### config.mk
export PLATFORM = sky130hd
export DESIGN_NAME = startup_seq
export DESIGN_NICKNAME = d
export VERILOG_FILES = /design/src/rtl/startup_pkg.sv /design/src/rtl/startup_ctrl.sv /design/src/rtl/startup_dp.sv /design/src/rtl/startup_seq.sv
export SDC_FILE = /design/constraint.sdc
export NUM_CORES = 1
export LEC_CHECK = 0
export BUFFER_PORTS_ARGS = -buffer_cell sky130_fd_sc_hd__buf_4
export CAP_MARGIN = 20
export CORE_MARGIN = 2
export CORE_UTILIZATION = 25
export DETAILED_ROUTE_END_ITERATION = 10
export PLACE_DENSITY_LB_ADDON = 0.25
export SLEW_MARGIN = 15
export SYNTH_ARGS = -nofsm -noshare
export SYNTH_HDL_FRONTEND = slang
export SYNTH_SLANG_ARGS = --single-unit
### constraint.sdc
create_clock -name cfgClk -period 1.3 [get_ports cfgClk]
set_input_delay 0.065 -clock cfgClk [delete_from_list [all_inputs] [get_ports cfgClk]]
set_output_delay 0.065 -clock cfgClk [all_outputs]
set_load 0.1 [all_outputs]
### src/rtl/startup_pkg.sv
package startup_pkg;

  typedef enum logic [1:0] {
    SEQ_CFG  = 2'd0,
    SEQ_GAP  = 2'd1,
    SEQ_LIVE = 2'd2
  } seqState_t;

  // strobes from control to datapath
  typedef struct packed {
    logic abort;   // filtered reset: return outputs to configuring values
    logic clrRst;  // release user reset
    logic setOut;  // enable outputs, raise done, start soft phase
  } seqStrobe_t;

endpackage

### src/rtl/startup_ctrl.sv
module startup_ctrl
  import startup_pkg::*;
(
  input  logic       cfgClk,
  input  logic       rstFilt,
  input  logic       cfgComplete,
  input  logic       relOrder,
  output seqStrobe_t strobe
);

  seqState_t state;
  logic      orderLat;

  always_ff @(posedge cfgClk) begin
    if (rstFilt) begin
      state    <= SEQ_CFG;
      orderLat <= 1'b0;
    end else begin
      case (state)
        SEQ_CFG: begin
          if (cfgComplete) begin
            state    <= SEQ_GAP;
            orderLat <= relOrder;
          end
        end
        SEQ_GAP:  state <= SEQ_LIVE;
        default:  state <= SEQ_LIVE;
      endcase
    end
  end

  logic accept;
  logic second;

  always_comb begin
    accept        = !rstFilt && (state == SEQ_CFG) && cfgComplete;
    second        = !rstFilt && (state == SEQ_GAP);
    strobe.abort  = rstFilt;
    strobe.clrRst = (accept && !relOrder) || (second && orderLat);
    strobe.setOut = (accept && relOrder)  || (second && !orderLat);
  end

endmodule

### src/rtl/startup_dp.sv
module startup_dp
  import startup_pkg::*;
#(
  parameter int FILT_DEPTH = 2,
  parameter int LEN_W      = 8
) (
  input  logic             cfgClk,
  input  logic             rstPinRaw,
  input  logic [LEN_W-1:0] softLen,
  input  seqStrobe_t       strobe,
  output logic             rstFilt,
  output logic             outEnable,
  output logic             userRst,
  output logic             slewForce,
  output logic             done
);

  localparam logic [LEN_W-1:0] ONE = LEN_W'(1);

  // reset spike filter: all stages must agree
  logic [FILT_DEPTH-1:0] stage;

  for (genvar gi = 0; gi < FILT_DEPTH; gi++) begin : g_filt
    if (gi == 0) begin : g_first
      always_ff @(posedge cfgClk) stage[0] <= rstPinRaw;
    end else begin : g_next
      always_ff @(posedge cfgClk) stage[gi] <= stage[gi-1];
    end
  end

  assign rstFilt = &stage;

  logic [LEN_W-1:0] slewCnt;
  logic [LEN_W-1:0] softLoad;

  assign softLoad = (softLen == '0) ? ONE : softLen;

  always_ff @(posedge cfgClk) begin
    if (strobe.abort) begin
      outEnable <= 1'b0;
      userRst   <= 1'b1;
      slewForce <= 1'b0;
      done      <= 1'b0;
      slewCnt   <= '0;
    end else begin
      if (strobe.setOut) begin
        outEnable <= 1'b1;
        done      <= 1'b1;
        slewForce <= 1'b1;
        slewCnt   <= softLoad;
      end else if (slewForce) begin
        if (slewCnt == ONE) slewForce <= 1'b0;
        slewCnt <= slewCnt - ONE;
      end
      if (strobe.clrRst) userRst <= 1'b0;
    end
  end

endmodule

### src/rtl/startup_seq.sv
module startup_seq
  import startup_pkg::*;
#(
  parameter int FILT_DEPTH = 2,
  parameter int LEN_W      = 8
) (
  input  logic             cfgClk,
  input  logic             rstPinRaw,
  input  logic             cfgComplete,
  input  logic             relOrder,
  input  logic [LEN_W-1:0] softLen,
  output logic             outEnable,
  output logic             userRst,
  output logic             slewForce,
  output logic             done
);

  seqStrobe_t strobe;
  logic       rstFilt;

  startup_ctrl u_ctrl (
    .cfgClk     (cfgClk),
    .rstFilt    (rstFilt),
    .cfgComplete(cfgComplete),
    .relOrder   (relOrder),
    .strobe     (strobe)
  );

  startup_dp #(
    .FILT_DEPTH(FILT_DEPTH),
    .LEN_W     (LEN_W)
  ) u_dp (
    .cfgClk   (cfgClk),
    .rstPinRaw(rstPinRaw),
    .softLen  (softLen),
    .strobe   (strobe),
    .rstFilt  (rstFilt),
    .outEnable(outEnable),
    .userRst  (userRst),
    .slewForce(slewForce),
    .done     (done)
  );

endmodule

---- After elaboration in Yosys (flattened, before gate mapping) ----
Cells that the tools add are included.
storage, ports and cells
  input bits .............................. 12
  output and inout port bits .............. 4
  register bits ........................... 16
cells by class
  bitwise logic cells ..................... 1
  add/subtract/negate cells ............... 1
  reductions and logical operators ........ 18
  mux-type cells .......................... 8
  equal/unequal tests ..................... 3
operators by type and width
  operator               count
  $mux W8                3
  $eq A8 B1 Y1 const B   1
  $logic_not A8 Y1       1
  $sub A8 B1 Y8 const B  1
  $logic_and A1 B1 Y1    7
  $mux W2                2
  $reduce_and A2 Y1      2
  $logic_not A1 Y1       3
  $mux W1                3
  $eq A2 B1 Y1 const B   1
  $logic_not A2 Y1       1
  $logic_or A1 B1 Y1     2
  $ne A2 B2 Y1 const B   1
  $reduce_bool A2 Y1     1
  $reduce_or A2 Y1       1
  $not A1 Y1             1

---- Longest topological paths before layout ----
Gate-level depths: netlist of run 1.
  depth in word-level cells ............... 7
  depth in mapped cells ................... 7

---- Hierarchy ----
From an unflattened synthesis of run 1, not the netlist that was laid out.
unflattened totals
  cell total of the unflattened synthesis .. 84
  area total of the unflattened synthesis .. 755.7 um2
modules (own cells, without submodules)
  module        cells each  times used  sequential area each (um2)  area each (um2)
  startup_dp    67          1           260.2                       594.3
  startup_ctrl  17          1           60.1                        161.4

---- Worst setup path before layout of run 1 ----
Ideal clock, no wire load.
  path kind ............................... flip-flop to flip-flop
  start ................................... register u_dp.slewForce
  end ..................................... register u_dp.slewCnt[5]
  stages on the path, launching flop included .. 5
  arrival ................................. 1.934 ns
  setup time .............................. 0.119 ns
  slack ................................... -0.753 ns
  cell sequence ........................... dfxtp_1 > or4b_4 > nor3_2 > xnor2_1 > a21oi_1
between the ends
  word-level cells in the longest chain between the ends .. 1
ends and longest elaborated chain
  element                              RTL line          text
  start: declaration                   startup_dp.sv:14  output logic slewForce,
  start signal: assignment             startup_dp.sv:42  slewForce <= 1'b0;
  start signal: assignment             startup_dp.sv:49  slewForce <= 1'b1;
  start signal: assignment             startup_dp.sv:52  if (slewCnt == ONE) slewForce <= 1'b0;
  $reduce_bool A2 Y1 (no source line)  -
  end signal: assignment               startup_dp.sv:50  slewCnt <= softLoad;
  end signal: assignment               startup_dp.sv:53  slewCnt <= slewCnt - ONE;
  end: declaration                     startup_dp.sv:33  logic [LEN_W-1:0] slewCnt;
Every way passes these cells.
A chain may end at the register's enable or synchronous reset.

---- Worst setup path after layout of run 1 ----
  start ................................... register u_dp.slewCnt[1]
  end ..................................... register u_dp.slewCnt[5]
between the ends
  word-level cells in the longest chain between the ends .. 3
ends and longest elaborated chain
  element        RTL line          text
  $sub A8 B1 Y8  startup_dp.sv:53
  $mux W8        startup_dp.sv:51  end else if (slewForce) begin
  $mux W8        startup_dp.sv:46  if (strobe.setOut) begin
Every way passes these cells. The select of a mux whose other input is x is not followed.

==> impl_results.md, run 1 <==
* Arr. time, crit path at 1.58 ns
* # diodes at 0
* Fin crit share at 107%
* Cell variety after synth at 25
* Kind of cell adding the most delay to the critical path: simple AND/OR/NAND/NOR gates
* Cells after DPL at 137
* Die Ht at 57.5 µm
* Peak VDD IR at 1.18 mV
* Die W at 57.5 µm
* First-pass GRT wire length at 2.83 mm
* Worst path slowest cell: or4b_4
* Mapped Nets at 94
* Vias in the first global route at 679
* Slowest stage delay, CP at 0.58 ns
* WL/cell at 11.6 µm
* Final wirelength at 1.68 mm
* Peak Freq at 720 MHz
* Core footprint at 0.00273 mm²
* Mapped Avg Cell Area at 8.93 µm²
* Hpwl dp at 1.23 mm
* Hold worst-path end: u_dp.slewCnt[1]
* Initial antenna violation count at 0
* Worst hold start: softLen[1]
* Clock skew at 0.00111 ns
* RSZ-0062 raised after global routing: yes
* CTS Buf Count at 3
* Max FO, Critical Path at 3
* Max Slew Vio Count at 0
* Site row count at 19
* Failing checks: negative setup slack
* Fillers at 273
* Initial Utilization at 26.1%
* Least-Margin Pin Slew at 0.284 ns
* H-tree depth at 1
* Minimum clock period at 1.39 ns
* YS warnings at 0
* # setup viols final at 4
* Worst Path Required at 1.49 ns
* Reg2reg end: u_dp.slewCnt[5]
* Post-route DRC violation count at 0
* All-Layer GR Usage at 11.5%
* 1st-pass router iterations at 4
* Initial DRC Count at 8
* RR Startpoint: u_dp.slewCnt[1]
* Worst Hold Depth at 3
* Min-delay worst type: input pin to register
* Part of the Yosys area used for sequential elements at 44.8%
* Total Neg Setup Slack at -0.214 ns
* Outcome: complete, but fails checks
* Top_reg_cell synth: dfxtp_1
* Finished Layout Cells at 145
* Commonest non-fill, non-tap cell in the layout: buf_4
* Max Root-Sink Buffers at 2
* Crit end category: register
* EDFF count, synth at 0
* Cells after Synth at 80
* Post-Syn Area at 714 µm²
* GPL Wtd Cong at 0.704
* Largest net degree at the start of global routing at 10
* Most frequent cells in the layout: 29 x buf_4, 11 x dfxtp_1, 10 x nor2_1
* Final net count at 129
* P per Cell Area at 2110 mW/mm²
* Later-pin clock latency in the skew report at 0.29 ns
* Ys async rst share at 0%
* Crit-path cells: or4b_4 > nor3_4 > xnor2_1 > a21oi_1
* Reg2Reg Setup Slack at -0.09 ns
* Final ANT Viol Nets at 0
* CTS tree: built
* Fin. Hold Viols at 0
* Via Count at 685
* Layout area overhead at 53.1%
* Max Cap Viol at 0
* Pre-CTS WS at -0.0858 ns
* Via density per instance at 4.72
* Buf/Inv on CP at 0
* WS Path Type: register to register
* Gr ovfl total at 0
* PnR worst setup slack at -0.0883 ns
* Root buf cell: clkbuf_4
* Full die area at 0.00330 mm²
* Relative slew margins at 80.9%
* Layout cells sized above 1 at 47.4%
* IO Port Bufs at 15
* CP Launch Type: register
* Lkg Pwr at 0.466 nW
* Fin util at 40.0%
* Yosys reg bits at 16
* CTS Sinks at 16
* Ports at 16
* CTS clk-pin slew, worst paths at 0.09 ns
* Worst reg-to-reg path cell count at 4
-- report_power, final --
group / switching [mW] / leakage, nW / internal [mW]
Clock: 0.163 / 0.0210 / 0.171
Sequential: 0.113 / 0.135 / 0.677
Combinational: 0.650 / 0.310 / 0.531
-- tightest hold or removal path: stages --
cell	delay, ns
buf_4	0.09
mux2i_1	0.06
nor2_1	0.08
-- state kept, by name, indices dropped and copies added (netlist names) --
signal / cells
u_dp.stage: 2
u_dp.outEnable: 1
u_dp.userRst: 1
u_dp.slewForce: 1
u_ctrl.state: 2
u_ctrl.orderLat: 1
u_dp.slewCnt: 8
-- cell families (layout without fill, tap and decap cells) --
family                   Yosys count  in the layout  synth area share, %
AND/OR/NAND/NOR                   29             29                 21.2
AO/OA/AOI/OAI                     18             18                 14.7
flip-flops                        16             16                 44.8
buffers and inverters              7             41                 5.60
XOR/XNOR                           6              6                 7.36
adder cells (fa/ha/maj)            2              2                 3.50
multiplexers                       2              2                 2.80
-- layout make-up --
| cell class | instances | area (µm²) | area share [%] |
|---|---|---|---|
| multi-input combinational | 57 | 405 | 37.1 |
| sequential | 16 | 329 | 30.1 |
| timing repair buffer | 34 | 273 | 24.9 |
| tap | 31 | 38.8 | 3.55 |
| clock buffer | 4 | 36.3 | 3.32 |
| inverter | 3 | 11.3 | 1.03 |
-- routing by layer --
metal / part of all wire [%] / track usage, % / up-vias / wire length, µm
met1: 43 / 14.0 / 323 / 722
met5: 0 / 0 / - / 0
li1: - / - / 345 / -
met2: 49 / 17.4 / 13 / 833
met3: 5.8 / 5.22 / 4 / 98
met4: 1.7 / 4.98 / 0 / 29
-- how the worst max path moves through the flow --
stage	from	end	slack, ns	cells after the start
final	u_dp.slewCnt[1]	u_dp.slewCnt[5]	-0.09	4
after global routing	u_dp.slewCnt[1]	u_dp.slewCnt[5]	-0.16	4
after CTS	u_dp.slewCnt[0]	u_dp.slewCnt[5]	-0.09	4
after detailed placement	softLen[5]	u_dp.slewCnt[0]	-0.09	6
after global placement	u_dp.slewCnt[0]	u_dp.slewCnt[5]	-0.07	4
after floorplan	u_dp.slewForce	u_dp.slewCnt[5]	-0.22	4
-- synth_stat cells, types with 2 or more instances --
| library cell | count | area share, % |
|---|---|---|
| xnor2_1 | 5 | 6.1 |
| dfxtp_1 | 16 | 45 |
| inv_1 | 3 | 1.6 |
| buf_2 | 2 | 1.4 |
| a21oi_1 | 7 | 4.9 |
| nand2_1 | 6 | 3.2 |
| a211oi_1 | 2 | 2.1 |
| nor4_1 | 2 | 1.8 |
| nand3b_1 | 2 | 2.1 |
| nor2_1 | 12 | 6.3 |
| mux2i_1 | 2 | 2.8 |
| o21ai_0 | 6 | 4.2 |
| ha_1 | 2 | 3.5 |
| or4_1 | 2 | 2.1 |
-- through the flow --
| step | hold WS (ns) | area [µm²] | power, mW |
|---|---|---|---|
| finish | 0.0327 | 1090 | 2.30 |
| global route | 0.0288 | 1090 | 2.49 |
| CTS | 0.0283 | 1030 | 2.21 |
| detailed placement | 0.171 | 965 | 1.84 |
| global placement | 0.171 | 965 | 1.82 |
| floorplan | 0.0927 | 742 | 1.51 |
-- timing repair --
item / 4_1_cts / 5_1_grt
gates resized for setup: 6 / 13
hold buffers: 1 / 0
pin swaps: 1 / 6
buffers inserted: 1 / 2
endpoints found under the setup margin: 8 / 9
endpoints found under the hold margin: 1 / 0
Note: power is estimated with default switching activity, not from simulation.
==> run 2: changes to the inputs <==
ABC_AREA = 1   (was default)
==> impl_results.md, run 2 <==
* First-pass GRT wire length at 3.65 mm
* Most frequent cells in the layout: 28 x buf_4, 27 x nand2_1, 20 x nor2_1
* Max reg flops at 8
* Minimum clock period at 1.29 ns
* Post-synth top area cell: dfxtp_1
* Met3 wire length at 85 µm
* Part of the Yosys area used for sequential elements at 35.2%
* Post-synth top area share at 35.2%
* Top cells by area, synth: dfxtp_1 35%, nand2_1 12%, nor2_1 9.1%
* Clock skew at 0.00122 ns
* YS warnings at 0
* Buf/Inv on CP at 2
* Peak VDD IR at 0.879 mV
* Fin util at 37.0%
* Final net count at 176
* Final wirelength at 2.27 mm
* Layout area overhead at 38.9%
* Post-Syn Area at 911 µm²
* Mapped Nets at 143
* Slowest stage delay, CP at 0.38 ns
* WL/cell at 10.9 µm
* Crit-path cells: nor2_4 > nand4_4 > nand2_8 > buf_4 > nand2_1 > nand3_1 > nand2_1 > inv_1
* Vias in the first global route at 852
* WS Path Type: register to register
* Via density per instance at 4.34
* Cells after Synth at 129
* Initial antenna violation count at 0
* Biggest regs: u_dp.slewCnt: 8 flops, u_ctrl.state: 2 flops, u_dp.stage: 2 flops
* Fillers at 387
* Worst hold start: cfgComplete
* CTS Buf Count at 3
* Full die area at 0.00414 mm²
* Most frequent cell after synthesis: nand2_1
* Later-pin clock latency in the skew report at 0.28 ns
* WHS at 0.0701 ns
* CTS Sinks at 16
* CTS tree: built
* GPL Wtd Cong at 0.807
* Fin. Hold Viols at 0
* Die Ht at 64.4 µm
* Yosys reg bits at 16
* Post-route DRC violation count at 0
* Fin area at 0.00126 mm²
* Relative slew margins at 81.9%
* Max FO, Critical Path at 6
* Max Root-Sink Buffers at 2
* 1st-pass router iterations at 4
* Largest net degree at the start of global routing at 12
* Initial Utilization at 26.7%
* Lkg Pwr at 0.615 nW
* Via Count at 898
* Max Cap Viol at 0
* IO Port Bufs at 15
* Commonest non-fill, non-tap cell in the layout: buf_4
* Root buf cell: clkbuf_4
* Core footprint at 0.00342 mm²
* RR Startpoint: u_ctrl.state[0]
* Sequential power share at 30.5%
* Total Power at 2.76 mW
* Layout cells sized above 1 at 36.0%
* Worst path slowest cell: dfxtp_4
* Clk pwr share at 12.3%
* Routed length on met2 at 1.17 mm
* P per Cell Area at 2180 mW/mm²
* Die W at 64.4 µm
* Internal power at 1.46 mW
* Ports at 16
* Worst Path Required at 1.54 ns
* Cell variety after synth at 21
* Commonest cells post-synth: 28 x nand2_1, 22 x nor2_1, 17 x inv_1
* Combinational Power Share at 57.3%
* Top_reg_cell synth: dfxtp_1
* Critical Path Source: u_ctrl.state[0]
* Final ANT Viol Nets at 0
* EDFF count, synth at 0
* Psw at 1.30 mW
* Initial DRC Count at 19
* Kind of cell adding the most delay to the critical path: simple AND/OR/NAND/NOR gates
* Fin crit share at 98.9%
* Peak Freq at 777 MHz
* Sw frac at 47.1%
* RSZ-0062 raised after global routing: yes
* Crit end category: register
* Hpwl dp at 1.67 mm
* Reg area at 333 µm²
* Placed cell area at 0.00109 mm²
* All-Layer GR Usage at 11.4%
* Crit-path most repeated cell: nand2_1
* CP Launch Type: register
* # setup viols final at 0
* Gr ovfl total at 0
* H-tree depth at 1
* Site row count at 21
* Outcome: completed
* CTS clk-pin slew, worst paths at 0.10 ns
* # diodes at 0
* Mapped Avg Cell Area at 7.06 µm²
* Total Neg Setup Slack at 0 ns
* M1 wire length at 988 µm
* Arr. time, crit path at 1.53 ns
* Least-Margin Pin Slew at 0.270 ns
* Max Slew Vio Count at 0
* Largest Register: u_dp.slewCnt
* Max layer used: met4
* Ys async rst share at 0%
* Min-delay worst type: input pin to register
* Multi-input logic area at 532 µm²
[run 2: changes by cell type in the layout (fill, tap and decap cells not counted), moves of 7 or more]
| cell | before | now |
|---|---|---|
| nand4_1 | 0 | 7 |
| inv_1 | 3 | 13 |
| nor2_1 | 10 | 20 |
| nand3_1 | 0 | 8 |
| nand2_1 | 6 | 27 |
[run 2: cells by family (layout without fill, tap and decap cells)]
| group | count (synthesis) | in the layout | share of synthesized area, % |
|---|---|---|---|
| XOR/XNOR | 3 | 3 | 2.89 |
| flip-flops | 16 | 16 | 35.2 |
| buffers and inverters | 20 | 52 | 10.7 |
| AO/OA/AOI/OAI | 12 | 12 | 7.01 |
| adder cells (fa/ha/maj) | 2 | 2 | 2.75 |
| AND/OR/NAND/NOR | 76 | 76 | 41.5 |
[run 2: path summary, 6_finish.rpt]
kind,end,slack (ns),depth (start not counted)
worst max-delay path,u_dp.slewCnt[4],0.01,8
worst min-delay path,u_ctrl.state[0],0.07,3
worst max register to register,u_dp.slewCnt[4],0.01,8
worst min register to register,u_dp.stage[1],0.39,0
[run 2: per-layer routing]
metal / vias to the layer above / global-route usage (%)
li1: 477 / -
met1: 403 / 14.0
met2: 16 / 18.8
met3: 2 / 2.64
met4: 0 / 5.05
met5: - / 0
[run 2: through the flow]
step                      instances  setup slack, ns
after floorplan                 129            0.105
after global placement          192           0.0275
after detailed placement        192          0.00897
after CTS                       197          0.00657
after global routing            207          -0.0548
final                           207           0.0137
[run 2: layout make-up]
| cell class | count | share of cell area, % |
|---|---|---|
| inverter | 17 | 5.04 |
| tap | 46 | 4.55 |
| sequential | 16 | 26.3 |
| clock buffer | 4 | 2.87 |
| timing repair buffer | 31 | 19.2 |
| multi-input combinational | 93 | 42.0 |
[run 2: timing repair]
| action | 4_1_cts | 5_1_grt |
|---|---|---|
| pin swaps | 0 | 8 |
| endpoints found under the hold margin | 1 | 0 |
| setup endpoints to repair | 1 | 6 |
| gates resized for setup | 1 | 19 |
| buffers inserted | 0 | 10 |
| hold buffers | 1 | 0 |
[run 2: worst register-to-register path, delay by kind of cell (launching register included)]
family	cells	cell delay, ns
and+or+nand+nor	6	0.68
DFF	1	0.38
buffers and inverters	2	0.18
[run 2: power by group through the flow]
stage	registers [mW]	clock network [mW]	logic [mW]
floorplan	0.993	0	0.893
global placement	0.829	0	1.39
detailed placement	0.829	0	1.40
CTS	0.817	0.352	1.41
global route	0.865	0.375	1.80
finish	0.841	0.339	1.58
